`src/rtl/pic_pkg.sv`:
```
package pic_pkg;
  typedef enum logic [1:0] {
    CMD_INIT = 2'd0,
    CMD_MASK = 2'd1,
    CMD_EOI  = 2'd2,
    CMD_CTL  = 2'd3
  } cmd_kind_e;

  localparam int INIT_SFNM_BIT = 4;
  localparam int EOI_ROT_BIT   = 7;
  localparam int CTL_SMM_EN    = 6;
  localparam int CTL_SMM_VAL   = 5;
  localparam int CTL_RD_EN     = 1;
  localparam int CTL_RD_ISR    = 0;
  localparam int SLAVE_LINE    = 2;
endpackage

```
`src/rtl/pic_pick.sv`:
```
module pic_pick #(
  parameter int N  = 8,
  parameter int IW = $clog2(N)
) (
  input  logic [N-1:0]  vec,
  input  logic [IW-1:0] lowp,
  output logic          found,
  output logic [IW-1:0] idx
);
  function automatic int rot_pos(input logic [IW-1:0] base, input int step);
    return (int'(base) + step) % N;
  endfunction

  always_comb begin
    found = 1'b0;
    idx   = '0;
    for (int k = N; k >= 1; k--) begin
      if (vec[rot_pos(lowp, k)]) begin
        found = 1'b1;
        idx   = IW'(rot_pos(lowp, k));
      end
    end
  end
endmodule

```
`src/rtl/pic_arb.sv`:
```
module pic_arb #(
  parameter int N  = 8,
  parameter int IW = $clog2(N)
) (
  input  logic [N-1:0]  irr,
  input  logic [N-1:0]  isr,
  input  logic [N-1:0]  imr,
  input  logic          smm,
  input  logic          sfnm,
  input  logic [IW-1:0] lowp,
  output logic          win_vld,
  output logic [IW-1:0] win_idx
);
  import pic_pkg::*;

  logic [N-1:0] pend, blk, keep_mask;
  logic         first_found;

  always_comb begin
    keep_mask = '1;
    if (sfnm) keep_mask[SLAVE_LINE] = 1'b0;
  end

  assign pend = irr & ~imr;
  assign blk  = smm ? '0 : (isr & keep_mask);

  pic_pick #(.N(N), .IW(IW)) u_pick (
    .vec  (pend | blk),
    .lowp (lowp),
    .found(first_found),
    .idx  (win_idx)
  );

  assign win_vld = first_found && pend[win_idx] && !blk[win_idx];
endmodule

```
`src/rtl/pic_eoi.sv`:
```
module pic_eoi #(
  parameter int N  = 8,
  parameter int IW = $clog2(N)
) (
  input  logic [N-1:0]  isr,
  input  logic [N-1:0]  imr,
  input  logic          smm,
  input  logic [IW-1:0] lowp,
  output logic          hit,
  output logic [IW-1:0] idx,
  output logic [N-1:0]  clr
);
  logic [N-1:0] cand;

  assign cand = isr & ~(smm ? imr : '0);

  pic_pick #(.N(N), .IW(IW)) u_pick (
    .vec  (cand),
    .lowp (lowp),
    .found(hit),
    .idx  (idx)
  );

  assign clr = hit ? (N'(1) << idx) : '0;
endmodule

```
`src/rtl/prio_intc.sv`:
```
module prio_intc #(
  parameter int N  = 8,
  parameter int IW = $clog2(N)
) (
  input  logic          clk,
  input  logic          rst_n,
  input  logic [N-1:0]  req_in,
  input  logic          ack_in,
  input  logic          wr_en,
  input  logic [1:0]    wr_kind,
  input  logic [7:0]    wr_data,
  output logic          int_out,
  output logic [IW-1:0] vec_out,
  output logic [N-1:0]  rd_data
);
  import pic_pkg::*;

  logic [N-1:0]  irr_q, isr_q, imr_q;
  logic          smm_q, sfnm_q, rsel_q;
  logic [IW-1:0] lowp_q, vec_q;

  logic          win_vld;
  logic [IW-1:0] win_idx;
  logic          eoi_hit;
  logic [IW-1:0] eoi_idx;
  logic [N-1:0]  eoi_clr;

  logic          do_init, do_mask, do_eoi, do_ctl, ack_take, eoi_take;
  logic [N-1:0]  ack_set;

  pic_arb #(.N(N), .IW(IW)) u_arb (
    .irr(irr_q), .isr(isr_q), .imr(imr_q), .smm(smm_q), .sfnm(sfnm_q),
    .lowp(lowp_q), .win_vld(win_vld), .win_idx(win_idx)
  );

  pic_eoi #(.N(N), .IW(IW)) u_eoi (
    .isr(isr_q), .imr(imr_q), .smm(smm_q), .lowp(lowp_q),
    .hit(eoi_hit), .idx(eoi_idx), .clr(eoi_clr)
  );

  assign do_init  = wr_en && (wr_kind == CMD_INIT);
  assign do_mask  = wr_en && (wr_kind == CMD_MASK);
  assign do_eoi   = wr_en && (wr_kind == CMD_EOI);
  assign do_ctl   = wr_en && (wr_kind == CMD_CTL);
  assign ack_take = ack_in && win_vld;
  assign eoi_take = do_eoi && eoi_hit;
  assign ack_set  = ack_take ? (N'(1) << win_idx) : '0;

  always_ff @(posedge clk) begin
    if (!rst_n || do_init) begin
      irr_q  <= '0;
      isr_q  <= '0;
      imr_q  <= '0;
      smm_q  <= 1'b0;
      rsel_q <= 1'b0;
      lowp_q <= IW'(N - 1);
      sfnm_q <= rst_n ? wr_data[INIT_SFNM_BIT] : 1'b0;
      if (!rst_n) vec_q <= '0;
    end else begin
      irr_q <= (irr_q & ~ack_set) | req_in;
      isr_q <= (isr_q | ack_set) & ~(eoi_take ? eoi_clr : '0);
      if (do_mask) imr_q <= wr_data[N-1:0];
      if (eoi_take && wr_data[EOI_ROT_BIT]) lowp_q <= eoi_idx;
      if (do_ctl && wr_data[CTL_SMM_EN]) smm_q <= wr_data[CTL_SMM_VAL];
      if (do_ctl && wr_data[CTL_RD_EN]) rsel_q <= wr_data[CTL_RD_ISR];
      if (ack_take) vec_q <= win_idx;
    end
  end

  assign int_out = win_vld;
  assign vec_out = vec_q;
  assign rd_data = rsel_q ? isr_q : irr_q;
endmodule

```
`config.mk`:
```
export PLATFORM = sky130hd
export DESIGN_NAME = prio_intc
export DESIGN_NICKNAME = d
export VERILOG_FILES = /design/src/rtl/pic_pkg.sv /design/src/rtl/pic_pick.sv /design/src/rtl/pic_arb.sv /design/src/rtl/pic_eoi.sv /design/src/rtl/prio_intc.sv
export SDC_FILE = /design/constraint.sdc
export NUM_CORES = 1
export LEC_CHECK = 0
export BUFFER_PORTS_ARGS = -buffer_cell sky130_fd_sc_hd__buf_2
export CAP_MARGIN = 0
export CORE_ASPECT_RATIO = 0.9
export CORE_UTILIZATION = 50
export DETAILED_ROUTE_END_ITERATION = 8
export PLACE_DENSITY = 0.73
export SYNTH_ARGS = -nofsm -noshare
export SYNTH_HDL_FRONTEND = slang
export SYNTH_SLANG_ARGS = --single-unit
```
`constraint.sdc`:
```
create_clock -name clk -period 6.2 [get_ports clk]
set_input_delay 1.24 -clock clk [delete_from_list [all_inputs] [get_ports clk]]
set_output_delay 1.24 -clock clk [all_outputs]
set_load 0.005 [all_outputs]
```
==> results of run 1 <==
cell type report:
class | count | area (um^2)
repair buffers | 42 | 233
fillers | 651 | 3160
multi-input cells | 347 | 2720
well taps | 93 | 116
flip-flops and latches | 33 | 701
inverters | 17 | 63.8
clock buffers | 5 | 68.8
clock inverters | 3 | 17.5
cell families (layout without fill, tap and decap cells):
logic type,after synthesis,count (layout)
simple gates,164,164
compound gates,112,112
mux,64,64
buf+inv,43,67
flops,33,33
xor+xnor,5,5
fa+ha+maj,2,2
synth_stat cells (all sizes together), types with 7 or more instances:
master / n / area, um^2
a211oi: 7 / 62.6
nand2b: 15 / 106
nand2: 40 / 150
mux2i: 32 / 333
mux4: 21 / 473
mux2: 11 / 124
nor2: 46 / 175
nand4: 8 / 65.1
dfxtp: 29 / 581
o21ai: 14 / 70.1
a21boi: 10 / 75.1
clkbuf: 14 / 104
and2: 8 / 53.8
a21oi: 24 / 124
buf: 12 / 71.3
inv: 16 / 60.1
nor3: 8 / 40.0
registers in the layout, summed over array words and instances (netlist names):
name     flops
imr_q        8
irr_q        8
isr_q        8
lowp_q       3
vec_out      3
rsel_q       1
sfnm_q       1
smm_q        1
metrics by stage:
step / cells / setup WS, ns / total power [mW]
finish: 540 / 0.717 / 0.729
global route: 540 / 0.529 / 0.763
CTS: 540 / 0.823 / 0.718
detailed placement: 532 / 1.14 / 0.556
global placement: 532 / 1.22 / 0.550
floorplan: 423 / 1.27 / 0.478
worst reg2reg max path: stages, from the launching register on:
cell,delay [ns]
dfxtp_1,0.56
a21boi_0,0.82
mux2i_1,0.48
mux4_2,0.62
o21bai_1,0.18
a21oi_1,0.17
nor4b_1,0.07
a211o_1,0.27
a31oi_1,0.62
nand2_1,0.17
o221a_2,0.31
final timing paths:
path | from | to | slack (ns)
hold / removal | isr_q[7]$_SDFF_PP0_ | isr_q[7]$_SDFF_PP0_ | 0.50
setup reg to reg | smm_q$_SDFFE_PP0P_ | isr_q[3]$_SDFF_PP0_ | 1.84
setup / recovery | lowp_q[1]$_SDFFE_PP1P_ | int_out | 0.72
hold reg to reg | isr_q[7]$_SDFF_PP0_ | isr_q[7]$_SDFF_PP0_ | 0.50
power breakdown:
part | total (mW) | internal [mW] | switching (mW)
combinational | 0.319 | 0.135 | 0.184
clock | 0.167 | 0.0776 | 0.0893
sequential | 0.243 | 0.231 | 0.0119
placed cells by master (no fill, tap or decap), drive strengths merged, types with 5 or more instances in the layout:
cell	instances
mux2	11
inv	16
nand2	40
nand2b	15
and3	5
mux2i	32
clkbuf	5
or3b	5
nand3	5
a21oi	24
a21boi	10
dfxtp	29
and2	8
nand4	8
buf	42
a211oi	7
o221ai	6
nor3	8
nor2b	6
a31oi	5
mux4	21
o21ai	14
nor2	46
routing by layer:
layer / vias up / GRT usage / share of wire
li1: 1636 / - / -
met5: - / 0 / 0
met4: 0 / 0.0682 / 0.021
met3: 32 / 0.0696 / 0.12
met1: 1709 / 0.411 / 0.42
met2: 260 / 0.432 / 0.44
==> results_dict.tcl, run 1 <==
set metrics [dict create \
    status "finished clean" \
    dr.pass1.iters 5 \
    htree_levels 2 \
    setup_viol_count_final 0 \
    cts_made_buffers 5 \
    synth_cell_type_count 88 \
    vias 3637 \
    min_path_cells 2 \
    cap_violations 0 \
    ys_async_sr_fraction 0 \
    grt.total_usage 0.286 \
    place_congestion 0.963 \
    syn_to_final_growth_pct 7.12 \
    synth_top_family_by_area "multiplexers" \
    wl_per_cell_um 20.1 \
    reg2reg_depth 10 \
    num_antenna_cells 0 \
    crit_fanout 21 \
    clk_pin_slew_ns 0.07 \
    num_rows 29 \
    drt-total-wl_um 10900 \
    io_buffers 33 \
    critPathBufInv 5 \
    ys_seq_area_frac 0.192 \
    cts_resized 0 \
    synth_mux_area_frac 0.254 \
    synth_xor_area_frac 0.0140 \
    hold_buffers 0 \
    crit_chain "inv_1, buf_4, ha_1, buf_4, inv_1, mux4_2, a21oi_1, nor2_1, o31ai_1, a31oi_1, o22ai_2, mux4_2, mux2i_1, buf_2" \
    critPathRequiredTime_ns 4.96 \
    cts.path.max_buffers 2 \
    utilization 0.553 \
    hpwl_um 8110 \
    ctsRootBufferMaster "clkbuf_8" \
    whs_ns 0.500 \
    min_period_ns 5.48 \
    tns_ns 0 \
    die_area_mm2 0.00766 \
    placed_area_mm2 0.00383 \
    synthSimpleGateAreaFrac 0.240 \
    drc 0 \
    design.core.area_mm2 0.00708 \
    grt_pass1_wl_um 17400 \
    ys_dominant_reg_cell "dfxtp_1" \
    synth_edf_count 4 \
    avgViaCountPerCell 6.74 \
    critPathLaunchType "register" \
    syn_area_mm2 0.00365 \
    overflow 0 \
    maxSlewViolCount 0 \
    synth.avg_cell_area_um2 8.64 \
    slowest_stage "mux4_2" \
    synth_cells 423 \
    min_path_type "register to register" \
    post_cts_buffers 0 \
    rsz0062_at_grt "false" \
    syn_nets 447 \
    crit_family "multiplexers" \
    dieHeight_um 83.1 \
    endpoint_kind "output pin" \
    antenna_found_initial 0 \
    timing.fmax_mhz 182 \
    drt_iter0_markers 396 \
    slew-limit-headroom 0.407 \
    hold_viol 0 \
    cts_sinks 33 \
    grt_max_degree 27 \
    drive_above_1_share 0.255 \
    fin_area_mm2 0.00392 \
    worst-slew-pin-transition_ns 0.867 \
    cts_tree "done" \
    pwr_density_cell_mw_per_mm2 186 \
    ir_worst_vdd_v 0.000145 \
    start_util 0.517 \
    slowest_delay_ns 0.63 \
    finalNetCount 470 \
    arrival_ns 4.24 \
    io_pins 34 \
    skew_ns 0.00987 \
    path_class "register to output pin" \
    ant_nets 0 \
    synth_compound_area_frac 0.228 \
    fp.dieW_um 92.1 \
    power_leakage_nw 1.58 \
    grt_pass1_vias 3336 \
    post-route-period-util 0.884 \
    clk_latency_ns 0.29 \
    yosys_warnings 0 \
    synth_seq_cells 33 \
    synthAdderAreaFrac 0.00685 \
    crit_cells 14 \
]
Power figures use the tool's default switching activity.
==> run 2: changes to the inputs <==
- MAX_ROUTING_LAYER: not set -> met4
==> run 2 against run 1 <==
  * Register-to-register slack hardly changed
  * First-iteration DRC count is 9.3% higher
  * Fmax is 2.1% higher
  * Sequential power hardly changed
  * Non-clock buffer count is 1 lower
  * Via count is 1.4% lower
  * Clock power is 9% higher
  * Global-route usage is 0.72 points higher
  * Design area stayed put
  * Routed wire length is 3.2% lower
  * Die area stayed put
  * Cell count is 0.19% lower
  * Largest cell class unchanged
  * Largest power group unchanged
  * Highest routed layer unchanged
==> results_dict.tcl, run 2 (synthesized netlist as in run 1, its figures left out) <==
set metrics [dict create \
    status "finished clean" \
    path_class "register to output pin" \
    placed_area_mm2 0.00382 \
    critPathLaunchType "register" \
    htree_levels 2 \
    worst_slack_ns 0.831 \
    crit_chain "nor3b_2, or2_0, mux4_2, a211oi_2, o21ai_0, o211ai_1, nand4_4, inv_2, mux4_2, mux2i_1, buf_2" \
    dr.pass1.iters 5 \
    min_period_ns 5.37 \
    reg2reg_depth 10 \
    top_regs "imr_q: 8 flops, irr_q: 8 flops, isr_q: 8 flops" \
    endpoint_kind "output pin" \
    arrival_ns 4.13 \
    hold_viol 0 \
    maxSlewViolCount 0 \
    clk_pin_slew_ns 0.07 \
    grt_pass1_vias 3313 \
    skew_ns 0.0104 \
    min_to "irr_q[0]$_SDFF_PP0_" \
    finalNetCount 469 \
    grt.total_usage 0.293 \
    fp.dieW_um 92.1 \
    cts_sinks 33 \
    drt_iter0_markers 433 \
    pwr_density_cell_mw_per_mm2 188 \
    post-route-period-util 0.866 \
    cts_tree "done" \
    ant_nets 0 \
    ctsRootBufferMaster "clkbuf_8" \
    io_pins 34 \
    place_congestion 1.00 \
    cts_resized 0 \
    num_rows 29 \
    critPathBufInv 2 \
    tns_ns 0 \
    dieHeight_um 83.1 \
    vias 3585 \
    clk_latency_ns 0.30 \
    wl_per_cell_um 19.5 \
    cts.path.max_buffers 2 \
    cap_violations 0 \
    syn_to_final_growth_pct 7.12 \
    critPathRequiredTime_ns 4.96 \
    ir_worst_vdd_v 0.000112 \
    slowest_delay_ns 0.82 \
    slew-limit-headroom 0.283 \
    drive_above_1_share 0.251 \
    design.core.area_mm2 0.00708 \
    post_cts_buffers 0 \
    num_antenna_cells 0 \
    min_path_cells 2 \
    r2r-end "isr_q[3]$_SDFF_PP0_" \
    min_path_type "register to register" \
    grt_max_degree 27 \
    timing.fmax_mhz 186 \
    setup_viol_count_final 0 \
    grt_pass1_wl_um 17200 \
    avgViaCountPerCell 6.65 \
    power_leakage_nw 1.58 \
    hold_buffers 0 \
    place_ws_ns 1.20 \
    fin_area_mm2 0.00392 \
    overflow 0 \
    hpwl_um 7930 \
    crit_family "multiplexers" \
    whs_ns 0.499 \
    final_common_cell "nor2_1" \
    worst-slew-pin-transition_ns 1.05 \
    io_buffers 33 \
    layoutNonFillerInstCount 539 \
    final_cell_mix "nor2_1, nand2_1, buf_2" \
    die_area_mm2 0.00766 \
    utilization 0.553 \
    r2r_slack_ns 1.85 \
    finalPower_mw 0.738 \
    antenna_found_initial 0 \
    crit_path_frequent_cell "mux4_2" \
    drc 0 \
    cp-startpoint "smm_q$_SDFFE_PP0P_" \
    cts_made_buffers 5 \
    rsz0062_at_grt "false" \
    crit_fanout 23 \
    min_from "irr_q[0]$_SDFF_PP0_" \
    slowest_stage "dfxtp_1" \
    dp_cells 531 \
    start_util 0.517 \
    drt-total-wl_um 10500 \
    reg2reg_from "smm_q$_SDFFE_PP0P_" \
]
run 2: changes by cell type in the layout (fill, tap and decap cells not counted):
cell      change
buf_4         -1
clkbuf_1      +1
clkbuf_8      +1
clkinv_2      -2
run 2: final cells by class:
| class | count | area (um^2) |
|---|---|---|
| Inverter | 17 | 63.8 |
| Timing Repair Buffer | 41 | 225 |
| Tap cell | 93 | 116 |
| Fill cell | 660 | 3160 |
| Clock inverter | 1 | 7.51 |
| Sequential cell | 33 | 701 |
| Multi-Input combinational cell | 347 | 2720 |
| Clock buffer | 7 | 86.3 |
run 2: how the worst max path moves through the flow:
stage / slack (ns) / cells after the start / end
2_1_floorplan: 1.27 / 15 / int_out
3_3_place_gp: 1.25 / 11 / int_out
3_5_place_dp: 1.20 / 11 / int_out
4_1_cts: 0.87 / 11 / int_out
5_1_grt: 0.61 / 12 / int_out
6_report: 0.83 / 11 / int_out
run 2: power breakdown:
group	internal (mW)	switching, mW	leakage (nW)	total [mW]
combinational	0.135	0.178	1.25	0.313
clock	0.0904	0.0917	0.0445	0.182
sequential	0.231	0.0116	0.278	0.243
run 2: tightest hold or removal path, stage by stage, from the launching register on:
cell and delay, ns:
dfxtp_1 0.32, o21ai_0 0.07, a21oi_1 0.06
run 2: layer usage:
metal,wire length (um),GRT usage
met2,4520,0.419
met5,0,-
met3,1170,0.0586
met1,4540,0.414
met4,287,0.0980
==> run 3: changes to the inputs <==
- BUFFER_PORTS_ARGS: -buffer_cell sky130_fd_sc_hd__buf_2 -> not set
- DONT_BUFFER_PORTS: not set -> 1
- PLACE_DENSITY: 0.73 -> 0.69
- RECOVER_POWER: not set -> 25
- clock period: 6.2 -> 6.5 ns (I/O delays scaled with it)
==> run 3 against run 2 <==
  * Sequential power fell by 4%
  * Setup slack improved by 0.070 ns
  * Combinational power fell by 11%
  * Sequential cell count did not move
  * Sequential share of layout area rose by 0.88 points
  * Hold slack got worse by 0.0021 ns
  * Critical path depth rose by 1
  * Register-to-register slack improved by 0.07 ns
  * First-iteration DRC count fell by 22%
  * Die area did not move
  * Clock-buffer cell count did not move
  * Clock power fell by 14%
  * Largest cell class unchanged
==> results_dict.tcl, run 3 (synthesized netlist as in run 1, its figures left out) <==
set metrics [dict create \
    ctsRootBufferMaster "clkbuf_8" \
    maxSlewViolCount 0 \
    start_util 0.517 \
    reg2reg_depth 13 \
    io_buffers 0 \
    antenna_found_initial 0 \
    r2r_slack_ns 1.92 \
    cts_tree "done" \
    die_area_mm2 0.00766 \
    drive_above_1_share 0.175 \
    timing.fmax_mhz 179 \
    place_congestion 0.930 \
    htree_levels 2 \
    setup_viol_count_final 0 \
    endpoint_kind "output pin" \
    drt_iter0_markers 336 \
    drc 0 \
    pwr_density_cell_mw_per_mm2 179 \
    cts_made_buffers 5 \
    avgViaCountPerCell 6.89 \
    fin_area_mm2 0.00373 \
    min_path_cells 2 \
    design.core.area_mm2 0.00708 \
    finalPower_mw 0.668 \
    overflow 0 \
    top_regs "imr_q: 8 flops, irr_q: 8 flops, isr_q: 8 flops" \
    vias 3480 \
    grt_pass1_wl_um 17100 \
    cts_sinks 33 \
    drt-total-wl_um 10500 \
    io_pins 34 \
    cp-startpoint "lowp_q[1]$_SDFFE_PP1P_" \
    tns_ns 0 \
    ant_nets 0 \
    final_common_cell "nor2_1" \
    power_leakage_nw 1.43 \
    cts_resized 0 \
    rsz0062_at_grt "false" \
    syn_to_final_growth_pct 2.12 \
    r2r-end "vec_out[1]$_SDFFCE_PP0P_" \
    post-route-period-util 0.861 \
    grt_max_degree 27 \
    wl_per_cell_um 20.9 \
    min_period_ns 5.60 \
    finalNetCount 435 \
    fp.dieW_um 92.1 \
    cts.path.max_buffers 2 \
    clk_latency_ns 0.29 \
    place_ws_ns 1.27 \
    grt_pass1_vias 3316 \
    hpwl_um 8060 \
    min_from "isr_q[2]$_SDFF_PP0_" \
    layoutNonFillerInstCount 505 \
    clk_pin_slew_ns 0.07 \
    min_to "isr_q[2]$_SDFF_PP0_" \
    final_cell_mix "nor2_1, nand2_1, mux2i_1" \
    reg2reg_from "lowp_q[1]$_SDFFE_PP1P_" \
    num_rows 29 \
    min_path_type "register to register" \
    utilization 0.527 \
    crit_fanout 24 \
    whs_ns 0.497 \
    worst-slew-pin-transition_ns 0.951 \
    hold_buffers 0 \
    post_cts_buffers 0 \
    path_class "register to output pin" \
    critPathLaunchType "register" \
    num_antenna_cells 0 \
    cap_violations 0 \
    placed_area_mm2 0.00365 \
    dp_cells 497 \
    arrival_ns 4.30 \
    critPathRequiredTime_ns 5.20 \
    dr.pass1.iters 5 \
    hold_viol 0 \
    worst_slack_ns 0.901 \
    ir_worst_vdd_v 0.000133 \
    status "finished clean" \
    skew_ns 0.00356 \
    slew-limit-headroom 0.350 \
    grt.total_usage 0.292 \
    dieHeight_um 83.1 \
]
-- run 3: changes by cell type in the layout (fill, tap and decap cells not counted) --
cell	delta
mux2_2	-5
buf_2	-33
buf_4	-1
clkbuf_1	+1
mux2_1	+5
clkbuf_8	-1
-- run 3: layout make-up --
type                            instances  area [um^2]
Clock buffer                            7         76.3
Inverter                               17         63.8
Clock inverter                          1         7.51
Timing Repair Buffer                    7         52.6
Tap cell                               93          116
Fill cell                             680         3340
Sequential cell                        33          701
Multi-Input combinational cell        347         2720
-- run 3: worst max-delay path, stage by stage, from the launching register on --
cell and delay [ns]:
dfxtp_1 0.31, buf_4 0.28, inv_1 0.28, ha_1 0.37, buf_4 0.27, mux4_2 0.63, a311oi_1 0.30, a31oi_1 0.13
o31ai_1 0.27, a21oi_1 0.14, o22ai_2 0.38, mux4_2 0.38, mux2i_1 0.25
-- run 3: per-layer routing --
metal	vias to the layer above	global-route usage	wire, um
li1	1584	-	-
met1	1654	0.399	4520
met2	212	0.427	4730
met3	30	0.0614	1050
met4	0	0.101	240
met5	-	-	0
-- run 3: how the worst max path moves through the flow --
| stage | end | slack (ns) | cells past startpoint |
|---|---|---|---|
| after global placement | int_out | 1.37 | 12 |
| after floorplan | int_out | 1.51 | 15 |
| final | int_out | 0.90 | 12 |
| after global routing | int_out | 0.67 | 12 |
| after detailed placement | int_out | 1.27 | 12 |
| after CTS | int_out | 0.94 | 12 |
-- run 3: power breakdown --
group | internal, mW | switching (mW)
registers | 0.221 | 0.0121
logic | 0.116 | 0.163
clock network | 0.0758 | 0.0802
total | 0.413 | 0.256
